## src/rtl/stk_pkg.sv

```systemverilog
package stk_pkg;

    localparam int BYTE_W = 8;
    localparam int WORD_W = 2 * BYTE_W;
    localparam int ADDR_W = WORD_W;
    localparam int OP_W   = 3;

    typedef enum logic [OP_W-1:0] {
        OP_PUSH = 3'd0,
        OP_POP  = 3'd1,
        OP_CALL = 3'd2,
        OP_RET  = 3'd3,
        OP_XCHG = 3'd4,
        OP_LDSP = 3'd5
    } stk_op_e;

    typedef enum logic [3:0] {
        S_IDLE,
        S_WR_HI,
        S_WR_LO,
        S_RD_LO,
        S_RD_HI,
        S_CAP,
        S_XW_LO,
        S_XW_HI,
        S_LDSP,
        S_DONE
    } seq_state_e;

    typedef enum logic [1:0] {
        PC_HOLD,
        PC_INC,
        PC_DEC,
        PC_LOAD
    } ptr_cmd_e;

    typedef enum logic [1:0] {
        AS_SP,
        AS_SP_M1,
        AS_SP_P1
    } addr_sel_e;

    typedef enum logic [1:0] {
        CAP_NONE,
        CAP_LO,
        CAP_HI
    } cap_sel_e;

    typedef struct packed {
        ptr_cmd_e  ptr_cmd;
        addr_sel_e addr_sel;
        logic      wr_hi;
        logic      rd;
        logic      wr;
        cap_sel_e  cap;
        logic      done;
    } seq_ctl_t;

    function automatic logic [BYTE_W-1:0] hi_byte(input logic [WORD_W-1:0] w);
        return w[WORD_W-1:BYTE_W];
    endfunction

    function automatic logic [BYTE_W-1:0] lo_byte(input logic [WORD_W-1:0] w);
        return w[BYTE_W-1:0];
    endfunction

    function automatic logic is_store(input logic [OP_W-1:0] o);
        return (o == OP_PUSH) || (o == OP_CALL);
    endfunction

    function automatic logic is_load(input logic [OP_W-1:0] o);
        return (o == OP_POP) || (o == OP_RET);
    endfunction

endpackage

```

## src/rtl/stk_ptr.sv

```systemverilog
module stk_ptr
    import stk_pkg::*;
#(
    parameter logic [ADDR_W-1:0] SP_INIT = '0
) (
    input  logic              clk,
    input  logic              rst,
    input  ptr_cmd_e          cmd,
    input  logic [ADDR_W-1:0] load_val,
    output logic [ADDR_W-1:0] sp,
    output logic [ADDR_W-1:0] sp_m1,
    output logic [ADDR_W-1:0] sp_p1
);

    localparam logic [ADDR_W-1:0] ONE = ADDR_W'(1);

    assign sp_m1 = sp - ONE;
    assign sp_p1 = sp + ONE;

    always_ff @(posedge clk) begin
        if (rst) begin
            sp <= SP_INIT;
        end else begin
            unique case (cmd)
                PC_INC:  sp <= sp_p1;
                PC_DEC:  sp <= sp_m1;
                PC_LOAD: sp <= load_val;
                default: sp <= sp;
            endcase
        end
    end

    // stepping down from zero lands on the all-ones address
    p_wrap_down_r7: assert property (@(posedge clk) disable iff (rst)
        (cmd == PC_DEC && sp == '0) |=> (sp == '1));

    // stepping up from all ones lands on zero
    p_wrap_up_r7: assert property (@(posedge clk) disable iff (rst)
        (cmd == PC_INC && sp == '1) |=> (sp == '0));

endmodule

```

## src/rtl/stk_capture.sv

```systemverilog
module stk_capture
    import stk_pkg::*;
(
    input  logic              clk,
    input  logic              rst,
    input  cap_sel_e          cap_req,
    input  logic [BYTE_W-1:0] rdata,
    output logic [WORD_W-1:0] word
);

    cap_sel_e pend_q;

    always_ff @(posedge clk) begin
        if (rst) begin
            pend_q <= CAP_NONE;
            word   <= '0;
        end else begin
            pend_q <= cap_req;
            unique case (pend_q)
                CAP_LO:  word[BYTE_W-1:0]      <= rdata;
                CAP_HI:  word[WORD_W-1:BYTE_W] <= rdata;
                default: word                  <= word;
            endcase
        end
    end

    // the low half is filled before the high half of the same word
    p_lo_before_hi_r3: assert property (@(posedge clk) disable iff (rst)
        (cap_req == CAP_HI) |-> (pend_q == CAP_LO));

endmodule

```

## src/rtl/stk_fsm.sv

```systemverilog
module stk_fsm
    import stk_pkg::*;
(
    input  logic              clk,
    input  logic              rst,
    input  logic              start,
    input  logic [OP_W-1:0]   op_in,
    input  logic [WORD_W-1:0] val_in,
    output seq_state_e        state,
    output logic [OP_W-1:0]   op_q,
    output logic [WORD_W-1:0] val_q,
    output seq_ctl_t          ctl
);

    seq_state_e nxt;

    always_ff @(posedge clk) begin
        if (rst) begin
            state <= S_IDLE;
            op_q  <= '0;
            val_q <= '0;
        end else begin
            state <= nxt;
            if (state == S_IDLE && start) begin
                op_q  <= op_in;
                val_q <= val_in;
            end
        end
    end

    always_comb begin
        nxt = state;
        unique case (state)
            S_IDLE: begin
                if (start) begin
                    if (is_store(op_in))                         nxt = S_WR_HI;
                    else if (is_load(op_in) || op_in == OP_XCHG) nxt = S_RD_LO;
                    else if (op_in == OP_LDSP)                   nxt = S_LDSP;
                    else                                         nxt = S_DONE;
                end
            end
            S_WR_HI: nxt = S_WR_LO;
            S_WR_LO: nxt = S_DONE;
            S_RD_LO: nxt = S_RD_HI;
            S_RD_HI: nxt = (op_q == OP_XCHG) ? S_XW_LO : S_CAP;
            S_CAP:   nxt = S_DONE;
            S_XW_LO: nxt = S_XW_HI;
            S_XW_HI: nxt = S_DONE;
            S_LDSP:  nxt = S_DONE;
            S_DONE:  nxt = S_IDLE;
            default: nxt = S_IDLE;
        endcase
    end

    always_comb begin
        ctl = '{ptr_cmd: PC_HOLD, addr_sel: AS_SP, wr_hi: 1'b0,
                rd: 1'b0, wr: 1'b0, cap: CAP_NONE, done: 1'b0};
        unique case (state)
            S_WR_HI: begin
                ctl.wr       = 1'b1;
                ctl.wr_hi    = 1'b1;
                ctl.addr_sel = AS_SP_M1;
                ctl.ptr_cmd  = PC_DEC;
            end
            S_WR_LO: begin
                ctl.wr       = 1'b1;
                ctl.addr_sel = AS_SP_M1;
                ctl.ptr_cmd  = PC_DEC;
            end
            S_RD_LO: begin
                ctl.rd      = 1'b1;
                ctl.cap     = CAP_LO;
                ctl.ptr_cmd = (op_q == OP_XCHG) ? PC_HOLD : PC_INC;
            end
            S_RD_HI: begin
                ctl.rd       = 1'b1;
                ctl.cap      = CAP_HI;
                ctl.addr_sel = (op_q == OP_XCHG) ? AS_SP_P1 : AS_SP;
                ctl.ptr_cmd  = (op_q == OP_XCHG) ? PC_HOLD : PC_INC;
            end
            S_XW_LO: begin
                ctl.wr = 1'b1;
            end
            S_XW_HI: begin
                ctl.wr       = 1'b1;
                ctl.wr_hi    = 1'b1;
                ctl.addr_sel = AS_SP_P1;
            end
            S_LDSP:  ctl.ptr_cmd = PC_LOAD;
            S_DONE:  ctl.done    = 1'b1;
            default: ;
        endcase
    end

    // a start seen while busy leaves the latched command untouched
    p_busy_start_ignored_r9: assert property (@(posedge clk) disable iff (rst)
        (state != S_IDLE && start) |=> ($stable(op_q) && $stable(val_q)));

    // completion never lasts two cycles
    p_done_single_r8: assert property (@(posedge clk) disable iff (rst)
        ctl.done |=> !ctl.done);

endmodule

```

## src/rtl/stk_seq_top.sv

```systemverilog
module stk_seq_top
    import stk_pkg::*;
#(
    parameter logic [15:0] SP_INIT = 16'h0000
) (
    input  logic        clk,
    input  logic        rst,
    input  logic        start,
    input  logic [2:0]  op_code,
    input  logic [15:0] wr_val,
    output logic [15:0] mem_addr,
    output logic [7:0]  mem_wdata,
    input  logic [7:0]  mem_rdata,
    output logic        mem_rd,
    output logic        mem_wr,
    output logic        done,
    output logic [15:0] rd_val,
    output logic [15:0] sp_val
);

    seq_state_e        state;
    logic [OP_W-1:0]   op_q;
    logic [WORD_W-1:0] val_q;
    seq_ctl_t          ctl;
    logic [ADDR_W-1:0] sp, sp_m1, sp_p1;

    stk_fsm u_fsm (
        .clk    (clk),
        .rst    (rst),
        .start  (start),
        .op_in  (op_code),
        .val_in (wr_val),
        .state  (state),
        .op_q   (op_q),
        .val_q  (val_q),
        .ctl    (ctl)
    );

    stk_ptr #(.SP_INIT(SP_INIT)) u_ptr (
        .clk      (clk),
        .rst      (rst),
        .cmd      (ctl.ptr_cmd),
        .load_val (val_q),
        .sp       (sp),
        .sp_m1    (sp_m1),
        .sp_p1    (sp_p1)
    );

    stk_capture u_cap (
        .clk     (clk),
        .rst     (rst),
        .cap_req (ctl.cap),
        .rdata   (mem_rdata),
        .word    (rd_val)
    );

    always_comb begin
        unique case (ctl.addr_sel)
            AS_SP_M1: mem_addr = sp_m1;
            AS_SP_P1: mem_addr = sp_p1;
            default:  mem_addr = sp;
        endcase
    end

    assign mem_wdata = ctl.wr_hi ? hi_byte(val_q) : lo_byte(val_q);
    assign mem_rd    = ctl.rd;
    assign mem_wr    = ctl.wr;
    assign done      = ctl.done;
    assign sp_val    = sp;

    // one strobe at a time
    p_one_strobe_r10: assert property (@(posedge clk) disable iff (rst)
        !(mem_rd && mem_wr));

    // an idle sequencer keeps the memory port quiet
    p_idle_quiet_r10: assert property (@(posedge clk) disable iff (rst)
        (state == S_IDLE) |-> (!mem_rd && !mem_wr));

    // each fetch of a pop or return advances the pointer by one
    p_pop_advance_r3: assert property (@(posedge clk) disable iff (rst)
        (mem_rd && is_load(op_q)) |=> (sp_val == $past(sp_val) + 16'd1));

    // each store of a push or call goes one below the current pointer
    p_push_below_r2: assert property (@(posedge clk) disable iff (rst)
        (mem_wr && is_store(op_q)) |-> (mem_addr == sp_val - 16'd1));

    // an exchange never moves the pointer
    p_xchg_still_r5: assert property (@(posedge clk) disable iff (rst)
        (state != S_IDLE && state != S_DONE && op_q == OP_XCHG) |=> $stable(sp_val));

endmodule

```

## config.mk

```make
export PLATFORM = sky130hd
export DESIGN_NAME = stk_seq_top
export DESIGN_NICKNAME = d
export VERILOG_FILES = /design/src/rtl/stk_pkg.sv /design/src/rtl/stk_ptr.sv /design/src/rtl/stk_capture.sv /design/src/rtl/stk_fsm.sv /design/src/rtl/stk_seq_top.sv
export SDC_FILE = /design/constraint.sdc
export NUM_CORES = 1
export LEC_CHECK = 0
export BUFFER_PORTS_ARGS = -buffer_cell sky130_fd_sc_hd__buf_2
export CAP_MARGIN = 40
export CORE_ASPECT_RATIO = 1.5
export CORE_UTILIZATION = 45
export DETAILED_ROUTE_END_ITERATION = 10
export GPL_TIMING_DRIVEN = 1
export PLACE_DENSITY_LB_ADDON = 0.25
export SLEW_MARGIN = 15
export SYNTH_ARGS = -nofsm -noshare
export SYNTH_HDL_FRONTEND = slang
export SYNTH_SLANG_ARGS = --single-unit
```

## constraint.sdc

```tcl
create_clock -name clk -period 4.85 [get_ports clk]
set_input_delay 0.97 -clock clk [delete_from_list [all_inputs] [get_ports clk]]
set_output_delay 0.97 -clock clk [all_outputs]
set_load 0.03 [all_outputs]
```

* Yosys cells after proc, flatten, opt, wreduce, memory -nomap -nowiden *
Cells that the tools add are included.

word-level totals
  bits in registers = 57
  bits of input ports = 30

operators by class
  mux-type cells = 18
  reductions and logical operators = 12
  $add $sub $neg = 2
  eq/ne operators = 23

operators by type and width
  kind                     number
  $pmux W16 S3             1
  $pmux W16 S2             1
  $pmux W4 S6              1
  $add A16 B1 Y16 const B  1
  $eq A4 B3 Y1 const B     4
  $sub A16 B1 Y16 const B  1
  $mux W4                  3
  $pmux W2 S3              2
  $eq A3 B3 Y1 const B     3
  $eq A2 B2 Y1 const B     4
  $eq A4 B2 Y1 const B     2
  $eq A4 B4 Y1 const B     2
  $mux W8                  1
  $reduce_or A4 Y1         2
  $eq A2 B1 Y1 const B     3
  $eq A3 B2 Y1 const B     2
  $mux W1                  6
  $reduce_or A2 Y1         3
  $eq A4 B1 Y1 const B     1
  $logic_not A4 Y1         1
  $mux W2                  2
  $pmux W2 S2              1
  $eq A3 B1 Y1 const B     1
  $logic_not A3 Y1         1
  other kinds (4)          6

* Longest topological paths before layout *
  depth after elaboration = 7
  depth in mapped cells = 14
  gate-level depth less buffers = 10

* Hierarchy *
A second synthesis with hierarchy kept.

second synthesis, totals
  cell total of the unflattened synthesis = 515
  area total of the unflattened synthesis = 4,210.3 um^2

modules (own cells, without submodules)
  module       instances  area an instance (um^2)  sequential area each (um^2)  cells each
  stk_ptr      1          1,771.7                  320.3                        233
  stk_fsm      1          1,144.8                  460.4                        146
  stk_capture  1          773.2                    360.3                        68
  stk_seq_top  1          520.5                    0.0                          68

* Least setup slack after synthesis *
Ideal clock, no wire load.

  path kind = flip-flop to output port
  from = register u_fsm.state[2]
  to = output mem_addr[2]
  buffers on the path = 5
  arrival time = 2.978 ns
  setup slack = 0.902 ns
  cell stages (with the launch flop) = 12
  cell sequence = dfxtp_1 -> clkbuf_1 -> nor2_1 -> and2_1 -> buf_2 -> inv_1 -> clkbuf_1 -> ha_1 -> clkbuf_1 -> clkbuf_1 -> a22oi_1 -> o31ai_1

on the way
  cells in the longest elaborated chain, start to end = 5
  elaborated cells on any way between the ends = 9
  those cells by class = eq/ne (6); mux (2); reduce/logical (1)

ends and longest elaborated chain
  item                                                 line               RTL
  start: declaration                                   stk_fsm.sv:9       output seq_state_e state,
  start signal: assignment                             stk_fsm.sv:23      state <= nxt;
  $eq A4 B1 Y1 / $eq A4 B2 Y1 (equally long branches)  stk_fsm.sv:58      unique case (state)
  $reduce_or A2 Y1 (no line)                           n/a
  $pmux W2 S3 (*)                                      stk_fsm.sv:58
  $eq A2 B2 Y1 / $eq A2 B1 Y1 (equally long branches)  stk_seq_top.sv:58  unique case (ctl.addr_sel)
  $pmux W16 S2 (*)                                     stk_seq_top.sv:58
  end: declaration                                     stk_seq_top.sv:11  output logic [15:0] mem_addr,

Every way passes the cells marked *; elsewhere a longest branch is shown, timed or not.

* Final worst setup path *
  from = register u_fsm.state[2]
  to = output mem_addr[13]

The elaborated chain is that of the path after synthesis.

==> results.cfg <==
[clock_tree]
clkLatencyLatePin_ns = 0.33
clkTransAtPathRegs_ns = 0.05
cts_buffers = 9
clock-sinks = 57
cts-resized-gates = 0
holdBufCountCts = 0
cts_setup_buffers = 0
htree_levels = 3
tritoncts = done
cts_root_buffer = clkbuf_16
clockBufferDepth = 2

[job]
maxCapViolCount = 0

[sta]
period_share_pct = 84.50
max_freq_mhz = 244.0
hold_viol = 0
tns_ns = 0
post-route-min-period_ns = 4.098
max_slew_margin_pct = 36.23
fin_ws_ns = 0.7516
finClkSkew_ns = 0.006156
setup_viol = 0
tightest_slew_ns = 0.9530
slew_violations = 0
rsz0062_at_grt = false
whs_ns = 0.4606

[worst_setup_path]
reg2reg_depth = 5
start_kind = flop
r2r_slack_ns = 2.12
crit_fanout = 20
reg2reg_to = u_ptr.sp[11]$_SDFFE_PP0P_
crit_required_ns = 3.88
crit-reg2reg-launch = u_fsm.state[3]$_SDFFE_PP0P_
cp-end-kind = output port
crit_type = reg2out
arrival_ns = 3.13

[finish]
fillers = 822
antennaDiodeCount = 0
nNetsFinal = 608
drive_gt1_share_pct = 24.01
areaGrowthSynthToFinish_pct = 19.77

[logic_synthesis]
synth_area_leaders = dfxtp_1, nand2_1, a21oi_1
synth_seq_cells = 57
netlist_instances = 517
yosysTopAreaCell = dfxtp_1
yosys_most_used_dff = dfxtp_1
synth.most_common_cell = nand2_1
ys_warn_count = 0
synth_area_per_cell_sq_um = 7.490
yosys.area.top_type_share_pct = 29.47
synth-edff-count = 0
netlist_area_sq_um = 3872
async_flop_share_pct = 0
synth_fp_nets = 551
yosys.cell_types.count = 74
seq_area_frac_synth_pct = 29.47
synth_commonest_cells = nand2_1, dfxtp_1, nor2_1, a21oi_1, clkbuf_1

[route]
final_antenna_net_count = 0
wl_um = 12220
avgViaCountPerCell = 6.155
drc = 0
dr.first_iter.drc_count = 428
post_drt_wl_per_cell_um = 17.81
vias = 4222
dr.pass1.iters = 7

[pwr]
pwr-share-comb_pct = 56.7
p_sw_mw = 1.677
power.total_mw = 3.372
power_density_nw_per_um2 = 727.0
p_sw_share_pct = 49.74
p_int_mw = 1.695
p_clk_share_pct = 21.0
leakage_nw = 2.050
ir_drop_mv = 0.3231
seq_power_share_pct = 22.3

[die]
dieArea_sq_um = 8988
core-area_sq_um = 8362
die_y_um = 115.6
rows = 41
ios = 89
die_w_um = 77.74
start_util_pct = 46.31

[min_path]
min_to = u_fsm.op_q[2]$_SDFFE_PP0P_
hold_depth = 2
hold_start = u_fsm.op_q[2]$_SDFFE_PP0P_
hp-class = reg2reg

[grt]
grt_pass1_wl_um = 19280
grt_max_degree = 30
grt_overflow_total = 0
grt_pass1_vias = 3836
antenna_found_initial = 0
grt_usage_pct = 27.74

[place]
io_buffers = 88
dp_worst_setup_slack_ns = 1.168
hpwl_um = 8744
gp_congestion = 0.9638

[status]
status = finished clean
==> final cells by class <==
cell class	instances	area, sq um	share of cell area [%]
Clock buffer	12	266.5	5.746
Clock inverter	4	73.82	1.592
Inverter	14	52.55	1.133
Multi-Input combinational cell	394	2455	52.93
Sequential cell	57	1141	24.60
Tap cell	107	133.9	2.886
Timing Repair Buffer	98	515.5	11.11
==> logic make-up after synthesis <==
family,share of synthesized area [%]
and+or+nand+nor,26.24
AOI/OAI and AO/OA,27.11
buffers and inverters,7.141
DFF,29.47
muxes,6.721
xor gates and xnor gates,2.035
adders and majority gates,1.292
==> power groups by stage <==
stage | registers (mW) | clock network, mW | logic [mW]
6_report | 0.751 | 0.708 | 1.91
5_1_grt | 0.771 | 0.734 | 2.05
4_1_cts | 0.746 | 0.716 | 1.88
3_5_place_dp | 0.755 | 0 | 1.87
3_3_place_gp | 0.748 | 0 | 1.86
2_1_floorplan | 0.727 | 0 | 1.45
==> placed cells by master (no fill, tap or decap), types with 6 or more instances in the layout <==
cell type,Yosys,layout
nand4_1,7,7
dfxtp_1,57,57
a221oi_1,7,7
or3_1,7,7
inv_1,12,12
a21oi_1,42,42
nor3_1,11,11
o211ai_1,6,6
o22ai_1,11,11
buf_4,1,10
mux2_2,8,8
mux2i_1,17,17
nand3_1,17,17
buf_2,8,88
nor2_1,43,43
o21ai_0,26,26
a22oi_1,6,6
nor4_1,8,8
o31ai_1,6,6
clkbuf_16,0,9
nand2_1,69,69
==> per-layer routing <==
layer  GRT usage, %  vias up  routed length [um]
met5              0        -                   0
met4          13.08        0                 351
met3          5.039       37                 780
met2          48.97      195                6123
met1          32.32     1958                4963
li1               -     2032                   -
==> flip-flops by register name (all words and copies together), names as in the netlist <==
| name | cells |
|---|---|
| u_fsm.val_q | 16 |
| u_cap.word | 16 |
| u_ptr.sp | 16 |
| u_fsm.state | 4 |
| u_fsm.op_q | 3 |
| u_cap.pend_q | 2 |
==> worst max-delay path by stage <==
| stage | from | endpoint | slack (ns) |
|---|---|---|---|
| final | u_fsm.state[2]$_SDFFE_PP0P_ | mem_addr[13] | 0.75 |
| after global routing | u_fsm.state[2]$_SDFFE_PP0P_ | mem_addr[13] | 0.54 |
| after CTS | u_fsm.state[2]$_SDFFE_PP0P_ | mem_addr[13] | 0.76 |
| after detailed placement | u_fsm.state[2]$_SDFFE_PP0P_ | mem_addr[13] | 1.17 |
| after global placement | u_fsm.state[2]$_SDFFE_PP0P_ | mem_addr[13] | 1.28 |
| after floorplan | u_fsm.state[2]$_SDFFE_PP0P_ | mem_addr[2] | 0.90 |
==> stage by stage <==
step | utilization [%] | cells | area, sq um
3_3_place_gp | 51.40 | 670 | 4298
5_1_grt | 55.47 | 686 | 4638
3_5_place_dp | 51.40 | 670 | 4298
4_1_cts | 55.47 | 686 | 4638
6_report | 55.47 | 686 | 4638
2_1_floorplan | - | 517 | 3872
==> worst max-delay path, stage by stage, from the launching register on <==
cell      delay [ns]
dfxtp_1         0.69
nor2_1          0.21
and2_1          0.30
inv_1           0.35
ha_1            0.24
clkinv_1        0.09
or3_1           0.38
a211oi_1        0.23
a21o_1          0.11
buf_2           0.19
No activity file was read; power rests on OpenSTA's default activity.
